===== config.mk =====
export PLATFORM = sky130hd
export DESIGN_NAME = idx_port_bridge
export DESIGN_NICKNAME = d
export VERILOG_FILES = /design/src/rtl/idx_bridge_pkg.sv /design/src/rtl/idx_addr_reg.sv /design/src/rtl/idx_lock_ctrl.sv /design/src/rtl/idx_access_gate.sv /design/src/rtl/idx_port_bridge.sv
export SDC_FILE = /design/constraint.sdc
export NUM_CORES = 1
export LEC_CHECK = 0
export ABC_CLOCK_PERIOD_IN_PS = 1950
export CAP_MARGIN = 20
export CORE_MARGIN = 2
export CORE_UTILIZATION = 40
export CTS_CLUSTER_DIAMETER = 60
export DETAILED_ROUTE_END_ITERATION = 8
export GPL_TIMING_DRIVEN = 0
export PLACE_DENSITY = 0.76
export SLEW_MARGIN = 15
export SYNTH_ARGS = -nofsm -noshare
export SYNTH_HDL_FRONTEND = slang
export SYNTH_HIERARCHICAL = 1
export SYNTH_SLANG_ARGS = --single-unit

===== constraint.sdc =====
create_clock -name clk_i -period 1.95 [get_ports clk_i]
set_input_delay 0.2925 -clock clk_i [delete_from_list [all_inputs] [get_ports clk_i]]
set_output_delay 0.2925 -clock clk_i [all_outputs]
set_load 0.02 [all_outputs]

===== src/rtl/idx_bridge_pkg.sv =====
package idx_bridge_pkg;
  typedef enum logic [1:0] {
    OFF_ADDR_LO = 2'd0,
    OFF_ADDR_HI = 2'd1,
    OFF_RSVD    = 2'd2,
    OFF_DATA    = 2'd3
  } io_off_e;
endpackage


===== src/rtl/idx_addr_reg.sv =====
module idx_addr_reg #(
  parameter int ADDR_W = 16,
  parameter int DATA_W = 8,
  localparam int NBYTES = ADDR_W / DATA_W
) (
  input  logic              clk_i,
  input  logic              rst_ni,
  input  logic [NBYTES-1:0] byte_we_i,
  input  logic              clr_i,
  input  logic [DATA_W-1:0] wdata_i,
  output logic [ADDR_W-1:0] addr_o
);
  for (genvar b = 0; b < NBYTES; b++) begin : g_byte
    logic [DATA_W-1:0] q;
    always_ff @(posedge clk_i or negedge rst_ni) begin
      if (!rst_ni)           q <= '0;
      else if (clr_i)        q <= '0;
      else if (byte_we_i[b]) q <= wdata_i;
    end
    assign addr_o[b*DATA_W +: DATA_W] = q;

    a_r1_byte_load: assert property (@(posedge clk_i) disable iff (!rst_ni)
      (byte_we_i[b] && !clr_i) |=> addr_o[b*DATA_W +: DATA_W] == $past(wdata_i));
  end

  a_r2_clear: assert property (@(posedge clk_i) disable iff (!rst_ni)
    clr_i |=> addr_o == '0);
endmodule


===== src/rtl/idx_lock_ctrl.sv =====
module idx_lock_ctrl #(
  parameter int LOCK_N = 2,
  localparam int LIDX_W = (LOCK_N > 1) ? $clog2(LOCK_N) : 1
) (
  input  logic              clk_i,
  input  logic              rst_ni,
  input  logic              tgl_i,
  input  logic [LIDX_W-1:0] idx_i,
  output logic [LOCK_N-1:0] lock_o
);
  for (genvar k = 0; k < LOCK_N; k++) begin : g_lock
    logic q;
    always_ff @(posedge clk_i or negedge rst_ni) begin
      if (!rst_ni)                              q <= 1'b0;
      else if (tgl_i && (int'(idx_i) == k))     q <= ~q;
    end
    assign lock_o[k] = q;
  end

  a_r7_flip: assert property (@(posedge clk_i) disable iff (!rst_ni)
    (tgl_i && int'(idx_i) < LOCK_N) |=> lock_o[$past(idx_i)] != $past(lock_o[idx_i]));
endmodule


===== src/rtl/idx_access_gate.sv =====
module idx_access_gate #(
  parameter int ADDR_W     = 16,
  parameter int LOCK_N     = 2,
  parameter int LOCK_BASE  = 32'h20,
  parameter int WIN_SIZE   = 16,
  parameter int STORE_SIZE = 32'h2000
) (
  input  logic [ADDR_W-1:0] addr_i,
  input  logic [LOCK_N-1:0] lock_i,
  output logic              ok_o
);
  logic [31:0]       addr_w;
  logic [LOCK_N-1:0] hit;
  logic              in_range;

  assign addr_w   = 32'(addr_i);
  assign in_range = addr_w < 32'(STORE_SIZE);

  for (genvar k = 0; k < LOCK_N; k++) begin : g_win
    localparam int LO = LOCK_BASE + k * WIN_SIZE;
    localparam int HI = LO + WIN_SIZE;
    assign hit[k] = (addr_w >= 32'(LO)) && (addr_w < 32'(HI));
  end

  assign ok_o = in_range && !(|(hit & lock_i));
endmodule


===== src/rtl/idx_port_bridge.sv =====
module idx_port_bridge
  import idx_bridge_pkg::*;
#(
  parameter int ADDR_W     = 16,
  parameter int DATA_W     = 8,
  parameter int LOCK_N     = 2,
  parameter int LOCK_BASE  = 32'h20,
  parameter int WIN_SIZE   = 16,
  parameter int STORE_SIZE = 32'h2000,
  localparam int LIDX_W = (LOCK_N > 1) ? $clog2(LOCK_N) : 1,
  localparam int NBYTES = ADDR_W / DATA_W
) (
  input  logic              clk_i,
  input  logic              rst_ni,
  input  logic [1:0]        io_off_i,
  input  logic              io_wr_i,
  input  logic              io_rd_i,
  input  logic [DATA_W-1:0] io_wdata_i,
  output logic [DATA_W-1:0] io_rdata_o,
  input  logic              lock_tgl_i,
  input  logic [LIDX_W-1:0] lock_idx_i,
  output logic [ADDR_W-1:0] be_addr_o,
  output logic [DATA_W-1:0] be_wdata_o,
  output logic              be_we_o,
  output logic              be_re_o,
  input  logic [DATA_W-1:0] be_rdata_i
);
  localparam logic [DATA_W-1:0] ONES = '1;

  logic [ADDR_W-1:0] addr_q;
  logic [LOCK_N-1:0] lock_q;
  logic [NBYTES-1:0] byte_we;
  logic              data_wr, data_rd, access_ok;
  logic [DATA_W-1:0] rdata_q;

  assign data_wr = io_wr_i && (io_off_i == OFF_DATA);
  assign data_rd = io_rd_i && (io_off_i == OFF_DATA);

  // offset n loads address byte n; only the two low offsets map to bytes
  for (genvar b = 0; b < NBYTES; b++) begin : g_bsel
    if (b < 2) begin : g_map
      assign byte_we[b] = io_wr_i && (int'(io_off_i) == b);
    end else begin : g_none
      assign byte_we[b] = 1'b0;
    end
  end

  idx_addr_reg #(.ADDR_W(ADDR_W), .DATA_W(DATA_W)) u_addr (
    .clk_i, .rst_ni,
    .byte_we_i(byte_we),
    .clr_i    (data_wr),
    .wdata_i  (io_wdata_i),
    .addr_o   (addr_q)
  );

  idx_lock_ctrl #(.LOCK_N(LOCK_N)) u_lock (
    .clk_i, .rst_ni,
    .tgl_i (lock_tgl_i),
    .idx_i (lock_idx_i),
    .lock_o(lock_q)
  );

  idx_access_gate #(
    .ADDR_W(ADDR_W), .LOCK_N(LOCK_N), .LOCK_BASE(LOCK_BASE),
    .WIN_SIZE(WIN_SIZE), .STORE_SIZE(STORE_SIZE)
  ) u_gate (
    .addr_i(addr_q),
    .lock_i(lock_q),
    .ok_o  (access_ok)
  );

  assign be_addr_o  = addr_q;
  assign be_wdata_o = io_wdata_i;
  assign be_we_o    = data_wr && access_ok;
  assign be_re_o    = data_rd && access_ok;

  always_ff @(posedge clk_i or negedge rst_ni) begin
    if (!rst_ni)      rdata_q <= ONES;
    else if (io_rd_i) rdata_q <= be_re_o ? be_rdata_i : ONES;
  end
  assign io_rdata_o = rdata_q;

  a_r3_addr_kept: assert property (@(posedge clk_i) disable iff (!rst_ni)
    (data_rd && !io_wr_i) |=> $stable(be_addr_o));

  a_r4_rsvd_read: assert property (@(posedge clk_i) disable iff (!rst_ni)
    (io_rd_i && io_off_i != OFF_DATA) |=> io_rdata_o == ONES);

  a_r4_rsvd_write: assert property (@(posedge clk_i) disable iff (!rst_ni)
    (io_wr_i && io_off_i == OFF_RSVD) |=> $stable(be_addr_o));

  a_r9_we_range: assert property (@(posedge clk_i) disable iff (!rst_ni)
    be_we_o |-> 32'(be_addr_o) < 32'(STORE_SIZE));

  a_r10_hold: assert property (@(posedge clk_i) disable iff (!rst_ni)
    !io_rd_i |=> $stable(io_rdata_o));

  if (LOCK_N >= 2) begin : g_lock_chk
    a_r5_win0: assert property (@(posedge clk_i) disable iff (!rst_ni)
      (lock_q[0] && 32'(be_addr_o) >= 32'(LOCK_BASE)
       && 32'(be_addr_o) < 32'(LOCK_BASE + WIN_SIZE)) |-> !be_we_o && !be_re_o);
    a_r6_win1: assert property (@(posedge clk_i) disable iff (!rst_ni)
      (lock_q[1] && 32'(be_addr_o) >= 32'(LOCK_BASE + WIN_SIZE)
       && 32'(be_addr_o) < 32'(LOCK_BASE + 2*WIN_SIZE)) |-> !be_we_o && !be_re_o);
  end
endmodule


==> results of run 1 <==
-- area by class of cell --
cell class / instances / area, um2
tap: 33 / 41.29
buffer: 14 / 113.9
sequential: 26 / 660.6
clock inverter: 1 / 30.03
timing repair buffer: 65 / 638.1
multi-input combinational: 63 / 436.7
clock buffer: 3 / 22.52
fill: 243 / 1030
inverter: 8 / 30.03
-- through the flow --
step | std cells | util [%] | power [mW] | setup slack, ns | TNS (ns)
after CTS | 211 | 65.17 | 1.555 | -0.09267 | -0.1841
after detailed placement | 204 | 61.96 | 1.161 | -0.2978 | -0.5856
after floorplan | 114 | - | 0.9272 | 0.2322 | 0
after global routing | 213 | 65.71 | 1.636 | -0.1307 | -0.2597
after global placement | 203 | 61.46 | 1.145 | -0.2934 | -0.5734
final | 213 | 65.71 | 1.556 | -0.06269 | -0.1192
-- routing by layer --
metal  up-vias  track usage [%]
met5         -                0
met4         0            4.762
met3         0            4.329
met2        35            34.01
met1       524            22.13
li1        495                -
-- cell usage after synthesis (2+ instances only) --
cell	n	share of area (%)
nor2_1	24	7.2
dfrtp_1	18	36
mux2i_1	16	13
buf_4	12	7.2
a31oi_1	9	4.5
dfstp_2	8	17
inv_1	8	2.4
buf_6	4	3.6
and2_2	2	1.2
xnor2_1	2	1.4
-- cell families after synthesis --
family | Yosys count
AOI/OAI and AO/OA | 9
DFF | 26
buffers and inverters | 25
xor gates and xnor gates | 2
and+or+nand+nor | 35
muxes | 17
-- power groups by stage --
stage	registers (mW)	clock network [mW]	logic (mW)
2_1_floorplan	0.746	0	0.181
3_3_place_gp	0.684	0	0.461
3_5_place_dp	0.688	0	0.474
4_1_cts	0.680	0.380	0.496
5_1_grt	0.691	0.405	0.540
6_report	0.679	0.375	0.502
-- worst max-delay path: stages (launching register included) --
cell and delay (ns):
dfrtp_1 0.41, or3_1 0.37, a31oi_1 0.16, and3_4 0.21
and2_4 0.14, buf_6 0.11
-- state kept, by name, summed over array words and instances (netlist names) --
signal,cells
u_addr/g_byte.q,16
io_rdata_o,8
u_lock/g_lock.q,2
-- what timing repair did --
| action | CTS | global route |
|---|---|---|
| buffers inserted | 5 | 3 |
| pin swaps | 3 | 2 |
| gates resized for setup | 17 | 1 |
| setup endpoints to repair | 2 | 2 |
-- layout by cell type, fill, tap and decap left out, types with 2 or more instances in the layout --
cell	n
a31oi_1	9
and2_4	2
dfrtp_1	18
clkbuf_4	3
clkdlybuf4s50_1	54
inv_1	8
mux2i_1	16
nor2_1	24
xnor2_1	2
dfstp_2	8
buf_6	5
buf_4	18
-- worst paths after layout --
kind                            depth (start not counted)                                end  slack, ns                         startpoint
worst max-delay path                                    5                            be_we_o      -0.06  u_addr/g_byte[1].q[5]$_DFFE_PN0P_
worst min-delay path                                    3          io_rdata_o[1]$_DFFE_PN1P_       0.24                            io_rd_i
worst max register to register                          6          io_rdata_o[0]$_DFFE_PN1P_       0.37  u_addr/g_byte[1].q[3]$_DFFE_PN0P_
worst min register to register                          1     u_lock/g_lock[0].q$_DFFE_PN0P_       0.49     u_lock/g_lock[0].q$_DFFE_PN0P_
max in group asynchronous                               2  u_addr/g_byte[1].q[6]$_DFFE_PN0P_       1.20                             rst_ni
min in group asynchronous                               1     u_lock/g_lock[0].q$_DFFE_PN0P_       0.27                             rst_ni
==> results.ini, run 1 <==
[power]
switching_share_pct=28.57
p_switching_uw=444.5
power_leakage_nw=0.8858
pwr-share-comb_pct=32.3
vdd_drop_max_mv=0.3538
clkPwrFrac_pct=24.1
pwr-share-seq_pct=43.7
power_density_mw_per_mm2=788.4
p_int_mw=1.111

[outcome]
violations=setup timing
status=finished with violations

[drt]
via_count=1054
viasPerCell=4.948
highest_layer=met3
wl_met1_mm=1.260
met2_length_mm=1.620
dr.pass1.iters=4
ant_nets=0
wl_per_cell_um=14.52
wl_mm=3.093
dr_wl_met3_um=212
drc_errors=0
detail_route.iter0.violations=27

[cts]
cts-htree-levels=1
cts-root-buf=clkbuf_4
cts_made_buffers=3
clkTransAtPathRegs_ns=0.15
cts_tree=done
clk_latency_ns=0.32
cts.sinks=26
hold_buffers=0
clockBufferDepth=2

[synth]
ys.flop_type=dfrtp_1
async_flop_share_pct=100.0
syn_area_mm2=0.001244
synth-seq-cells=26
yosysSeqAreaShare_pct=53.12
synthMuxAreaShare_pct=13.78
synth_top_family_by_area=multiplexers
avgSynthCellArea_um2=10.91
synth_xor_area_share_pct=1.408
synthSimpleGateAreaFrac_pct=13.48
synth_cell_type_count=21
synth-compound-area-share_pct=4.527
syn_inst=114
yosysWarningCount=6
synth_edf_count=0
synth_fa_ha_area_share_pct=0
synth_nets=138

[sta]
tightest_slew_ns=0.4748
hold_slack_ns=0.2400
rsz0062_at_grt=true
fmax_mhz=496.8
hold_viol=0
slew_headroom_pct=68.25
finalCritPeriodShare_pct=103.2
worst_slack_ns=-0.06269
finalSetupViolCount=2
post-route-min-period_ns=2.013
skew_ns=0.003923
drv_slew=0

[global_routing]
track_usage_pct=18.76
grt_pass1_vias=1094
antenna_found_initial=0
overflow=0
grt_pass1_wl_mm=5.016
grt_max_degree=18

[worst_setup_path]
crit_arrival_ns=1.72
critPathCaptureType=output pin
crit_required_ns=1.66
startpoint_type=register
worst-path-max-fanout=3
setup.worst_path.class=reg2out

[floorplanning]
die_w_um=59.76
die-area_mm2=0.003571
core_mm2=0.003003
initial_core_util_pct=41.42
rows=20
die_h_um=59.76
ioPinCount=58

[final_layout]
synthToLayoutAreaGrowth_pct=58.65
nets=205
drive_gt1_share_pct=25.00
final_area_mm2=0.001973
diodes=0

[placement]
gp_congestion=0.7907
place_hpwl_mm=2.215
dpl_cell_area_mm2=0.001861
portBuffers=56

[run]
maxCapViolations=0

[min_path]
min_path_type=in2reg

(Power assumes the default switching activity.)
==> run 2: changes to the inputs <==
--- a/config.mk
+++ b/config.mk
@@ -5,6 +5,7 @@
 export SDC_FILE = /design/constraint.sdc
 export NUM_CORES = 1
 export LEC_CHECK = 0
+export ABC_AREA = 0
 export ABC_CLOCK_PERIOD_IN_PS = 1950
 export CAP_MARGIN = 20
 export CORE_MARGIN = 2
@@ -13,6 +14,7 @@
 export DETAILED_ROUTE_END_ITERATION = 8
 export GPL_TIMING_DRIVEN = 0
 export PLACE_DENSITY = 0.76
+export SETUP_SLACK_MARGIN = 0.3
 export SLEW_MARGIN = 15
 export SYNTH_ARGS = -nofsm -noshare
 export SYNTH_HDL_FRONTEND = slang
==> run 2 against run 1 <==
The flow still finishes with violations (setup timing). Sequential cell count unchanged. Critical path depth is 1 higher. Global-route usage down 0.95 points. Sequential power down 1%. Die area stayed put. Non-clock buffer count is 3 higher. Clock skew is essentially flat. Hold slack better by 0.0065 ns.
==> results.ini, run 2 (synthesized netlist as in run 1, its figures left out) <==
[final_layout]
regMostFlops=u_addr/g_byte.q
largest_reg_flops=16
drive_gt1_share_pct=25.68
diodes=0
synthToLayoutAreaGrowth_pct=59.56
multi_input_area_um2=421.7
regArea_um2=661.9
final_cell_mix=nor2_1, clkdlybuf4s50_1, dlygate4sd2_1
final_area_mm2=0.001984
layout_commonest_cell=nor2_1
nFillCells=243
final_util_pct=66.08
nets=208

[worst_setup_path]
path_delay_family=simple AND/OR/NAND/NOR gates
critPathMostFrequentCell=buf_6
crit_required_ns=1.66
reg2reg_slack_ns=0.36
path_buf_inv=2
crit_arrival_ns=1.79
critPathMaxStageDelay_ns=0.42
critPathCaptureType=output pin
path_cells=or3_1 -> a31oi_1 -> and3_1 -> buf_6 -> and2_4 -> buf_6
startpoint_type=register
worst-path-max-fanout=4
reg2reg_depth=6
slowest_stage=dfrtp_2
worst_r2r_endpoint=io_rdata_o[4]$_DFFE_PN1P_
r2r-start=u_addr/g_byte[1].q[3]$_DFFE_PN0P_
setup.worst_path.class=reg2out

[floorplanning]
die_h_um=59.76
die_w_um=59.76
die-area_mm2=0.003571
initial_core_util_pct=41.42
core_mm2=0.003003
ioPinCount=58
rows=20

[drt]
ant_nets=0
wl_per_cell_um=13.64
viasPerCell=4.935
via_count=1066
drc_errors=0
dr.pass1.iters=4
detail_route.iter0.violations=28
wl_mm=2.946

[outcome]
status=finished with violations
violations=setup timing

[power]
p_switching_uw=433.3
vdd_drop_max_mv=0.4232
power_leakage_nw=1.054
clkPwrFrac_pct=23.8
power_density_mw_per_mm2=776.6
p_int_mw=1.108
switching_share_pct=28.12
p_total_mw=1.541
pwr-share-seq_pct=43.5
pwr-share-comb_pct=32.7

[placement]
place_hpwl_mm=2.202
gp_congestion=0.7784
portBuffers=56
dpl_cell_area_mm2=0.001864

[cts]
clkTransAtPathRegs_ns=0.14
cts_tree=done
cts.sinks=26
cts_made_buffers=3
clockBufferDepth=2
clk_latency_ns=0.32
cts-htree-levels=1
cts-root-buf=clkbuf_4

[global_routing]
track_usage_pct=17.81
grt_pass1_wl_mm=4.905
grt_pass1_vias=1098
antenna_found_initial=0
overflow=0
grtUsageMet3_pct=4.113
met1_usage_pct=21.44
grt_use_met2_pct=31.68
top_usage_layer=met2
grt_max_degree=16

[sta]
rsz0062_at_grt=true
setup_tns_ns=-0.2542
finalCritPeriodShare_pct=106.6
hold_slack_ns=0.2465
tightest_slew_ns=0.6958
drv_slew=0
skew_ns=0.003705
hold_viol=0
fmax_mhz=481.2
slew_headroom_pct=53.46
worst_slack_ns=-0.1283
finalSetupViolCount=2
post-route-min-period_ns=2.078

[min_path]
min_to=io_rdata_o[5]$_DFFE_PN1P_
min_path_type=in2reg
hold_start=io_rd_i
hold_path_depth=3

[run]
maxCapViolations=0

-- run 2: cell count changes in the layout (fill, tap and decap cells not counted), sizes merged --
cell           delta
dlygate4sd2      +21
dlymetal6s2s     +10
clkdlybuf4s15     +1
buf               +3
clkdlybuf4s50    -32
-- run 2: repair_timing --
action                                  4_1_cts  5_1_grt
setup buffers                                 6        2
resized for setup                            34       12
endpoints found under the setup margin       22       20
hold buffers                                  0        0
pin swaps                                     1        2
-- run 2: worst max-delay path by stage --
| stage | from | endpoint | depth (start not counted) |
|---|---|---|---|
| finish | u_addr/g_byte[1].q[5]$_DFFE_PN0P_ | be_we_o | 6 |
| global route | u_addr/g_byte[1].q[5]$_DFFE_PN0P_ | be_re_o | 6 |
| CTS | u_addr/g_byte[1].q[7]$_DFFE_PN0P_ | be_we_o | 6 |
| detailed placement | u_addr/g_byte[1].q[5]$_DFFE_PN0P_ | be_we_o | 6 |
| global placement | u_addr/g_byte[1].q[5]$_DFFE_PN0P_ | be_we_o | 6 |
| floorplan | u_addr/g_byte[1].q[5]$_DFFE_PN0P_ | be_re_o | 5 |
-- run 2: power by group through the flow --
stage,clock network [mW],registers [mW],logic [mW]
2_1_floorplan,0,0.746,0.183
3_3_place_gp,0,0.685,0.463
3_5_place_dp,0,0.688,0.474
4_1_cts,0.381,0.671,0.501
5_1_grt,0.408,0.683,0.539
6_report,0.367,0.670,0.504
-- run 2: tightest hold or removal path: stages --
cell and delay [ns]:
buf_4 0.14, nor2_1 0.10, a31oi_1 0.05
-- run 2: per-stage QoR --
| step | setup slack (ns) | instances |
|---|---|---|
| finish | -0.1283 | 216 |
| global route | -0.2425 | 216 |
| CTS | -0.1274 | 214 |
| detailed placement | -0.2866 | 204 |
| global placement | -0.2768 | 203 |
| floorplan | 0.2825 | 114 |
-- run 2: layout make-up --
| cell class | count | area share (%) |
|---|---|---|
| Multi-Input combinational cell | 63 | 21.25 |
| Clock buffer | 3 | 1.135 |
| Buffer | 17 | 7.062 |
| Sequential cell | 26 | 33.35 |
| Timing Repair Buffer | 65 | 32.09 |
| Tap cell | 33 | 2.081 |
| Inverter | 8 | 1.513 |
| Clock inverter | 1 | 1.513 |
-- run 2: metal layers --
metal  wire, um  up-vias
li1           -      507
met1       1163      518
met2       1537       41
met3        244        0
met4          0        0
met5          0        -
==> run 3: changes to the inputs <==
--- a/config.mk
+++ b/config.mk
@@ -6,7 +6,7 @@
 export NUM_CORES = 1
 export LEC_CHECK = 0
 export ABC_AREA = 0
-export ABC_CLOCK_PERIOD_IN_PS = 1950
+export ABC_CLOCK_PERIOD_IN_PS = 2000
 export CAP_MARGIN = 20
 export CORE_MARGIN = 2
 export CORE_UTILIZATION = 40
@@ -15,6 +15,7 @@
 export GPL_TIMING_DRIVEN = 0
 export PLACE_DENSITY = 0.76
 export SETUP_SLACK_MARGIN = 0.3
+export SKIP_LAST_GASP = 1
 export SLEW_MARGIN = 15
 export SYNTH_ARGS = -nofsm -noshare
 export SYNTH_HDL_FRONTEND = slang
==> constraint.sdc (replaced) <==
create_clock -name clk_i -period 2 [get_ports clk_i]
set_input_delay 0.3 -clock clk_i [delete_from_list [all_inputs] [get_ports clk_i]]
set_output_delay 0.3 -clock clk_i [all_outputs]
set_load 0.02 [all_outputs]
==> run 3 against run 2 <==
Sequential power fell by 1%. First-iteration DRC count shrank 46%. Hold slack gained 0.014 ns. The flow still finishes with violations (setup timing). Count of clock-buffer cells in the layout unchanged. Die area is the same. Routed wire length increased by 1.5%. Critical path depth stayed put. Setup slack better by 0.068 ns. Clock power shrank 2%. Register-to-register slack better by 0.08 ns. Sequential cell count did not move. Global-route usage fell by 0.69 points.
==> results.ini, run 3 (synthesized netlist as in run 1, its figures left out) <==
[drt]
ant_nets=0
detail_route.iter0.violations=15
wl_mm=2.990
drc_errors=0
viasPerCell=4.812
dr.pass1.iters=5
wl_per_cell_um=13.72
via_count=1049

[final_layout]
final_util_pct=66.63
regMostFlops=u_addr/g_byte.q
synthToLayoutAreaGrowth_pct=60.87
final_area_mm2=0.002001
drive_gt1_share_pct=26.49
final_cell_mix=clkdlybuf4s50_1, nor2_1, buf_4
layout_commonest_cell=clkdlybuf4s50_1
fin_cells=218
largest_reg_flops=16
nets=210
diodes=0

[cts]
cts.sinks=26
clockBufferDepth=2
cts-htree-levels=1
clk_latency_ns=0.31
clkTransAtPathRegs_ns=0.14
cts_made_buffers=3
cts_tree=done
cts-root-buf=clkbuf_4

[worst_setup_path]
critPathCaptureType=output pin
path_buf_inv=2
path_delay_family=simple AND/OR/NAND/NOR gates
startpoint_type=register
setup.worst_path.class=reg2out
critPathMostFrequentCell=buf_6
slowest_stage=dfrtp_1
crit_arrival_ns=1.76
crit_required_ns=1.70
critPathMaxStageDelay_ns=0.41
worst-path-max-fanout=4
path_cells=or3_1 -> a31oi_1 -> and3_1 -> buf_6 -> and2_4 -> buf_6

[sta]
drv_slew=0
post-route-min-period_ns=2.060
fmax_mhz=485.3
worst_slack_ns=-0.06039
finalCritPeriodShare_pct=103.0
finalSetupViolCount=2
rsz0062_at_grt=true
slew_headroom_pct=57.86
setup_tns_ns=-0.1184
hold_viol=0
hold_slack_ns=0.2603
skew_ns=0.003635
tightest_slew_ns=0.6302

[floorplanning]
die_h_um=59.76
core_mm2=0.003003
ioPinCount=58
die-area_mm2=0.003571
initial_core_util_pct=41.42
die_w_um=59.76
rows=20

[placement]
dpl_cell_area_mm2=0.001862
gp_congestion=0.7522
place_hpwl_mm=2.250
portBuffers=56
dp_slack_ns=-0.2480
dp_cells=204

[global_routing]
grt_max_degree=16
top_usage_layer=met2
antenna_found_initial=0
met1_usage_pct=19.19
overflow=0
grt_pass1_vias=1115
grt_use_met2_pct=32.30
track_usage_pct=17.11
grt_pass1_wl_mm=4.685
grtUsageMet3_pct=3.896

[outcome]
status=finished with violations
violations=setup timing

[power]
p_total_mw=1.542
power_density_mw_per_mm2=770.7
vdd_drop_max_mv=0.4107
power_leakage_nw=0.9813

[run]
maxCapViolations=0

[min_path]
min_path_type=in2reg

run 3: cell count changes in the layout (fill, tap and decap cells not counted), sizes merged:
cell	previous run	this run
clkdlybuf4s15	1	0
buf	27	29
dlymetal6s2s	10	5
clkdlybuf4s50	22	32
dlygate4sd2	21	17
run 3: power breakdown:
group	switching [mW]	leakage, nW	internal (mW)
clock	0.156	0.0279	0.202
sequential	0.0548	0.314	0.607
combinational	0.222	0.639	0.300
run 3: final timing paths:
check | from | end | cells after the start | slack [ns]
max in group asynchronous | rst_ni | io_rdata_o[4]$_DFFE_PN1P_ | 2 | 1.05
worst max register to register | u_addr/g_byte[1].q[3]$_DFFE_PN0P_ | io_rdata_o[5]$_DFFE_PN1P_ | 6 | 0.44
worst max-delay path | u_addr/g_byte[1].q[7]$_DFFE_PN0P_ | be_we_o | 6 | -0.06
worst min-delay path | io_rd_i | io_rdata_o[4]$_DFFE_PN1P_ | 3 | 0.26
min in group asynchronous | rst_ni | u_addr/g_byte[1].q[0]$_DFFE_PN0P_ | 1 | 0.36
worst min register to register | io_rdata_o[4]$_DFFE_PN1P_ | io_rdata_o[4]$_DFFE_PN1P_ | 2 | 0.50
run 3: metal layers:
layer  wire length (um)  up-vias
met5                  0        -
met4                  0        0
met3                212        0
met2               1535       40
met1               1241      501
li1                   -      508
run 3: final cells by class:
cell class	instances	area, um2
well taps	33	41.29
flip-flops and latches	26	661.9
plain buffers	17	140.1
clock buffers	3	22.52
multi-input cells	63	430.4
clock inverters	1	30.03
repair buffers	67	644.4
inverters	8	30.03
fillers	250	1002
run 3: worst register-to-register path, cell delays in order (launching register included):
cell and delay (ns):
dfrtp_1 0.43, nor4_1 0.34, a31oi_1 0.12, and3_1 0.16, buf_6 0.12, buf_4 0.13, a31oi_1 0.18
run 3: timing repair:
action / CTS / global route
hold buffers: 0 / 0
setup buffers: 8 / 2
gates resized for setup: 30 / 8
hold endpoints to repair: 0 / 0
endpoints found under the setup margin: 19 / 7
pin swaps: 2 / 1
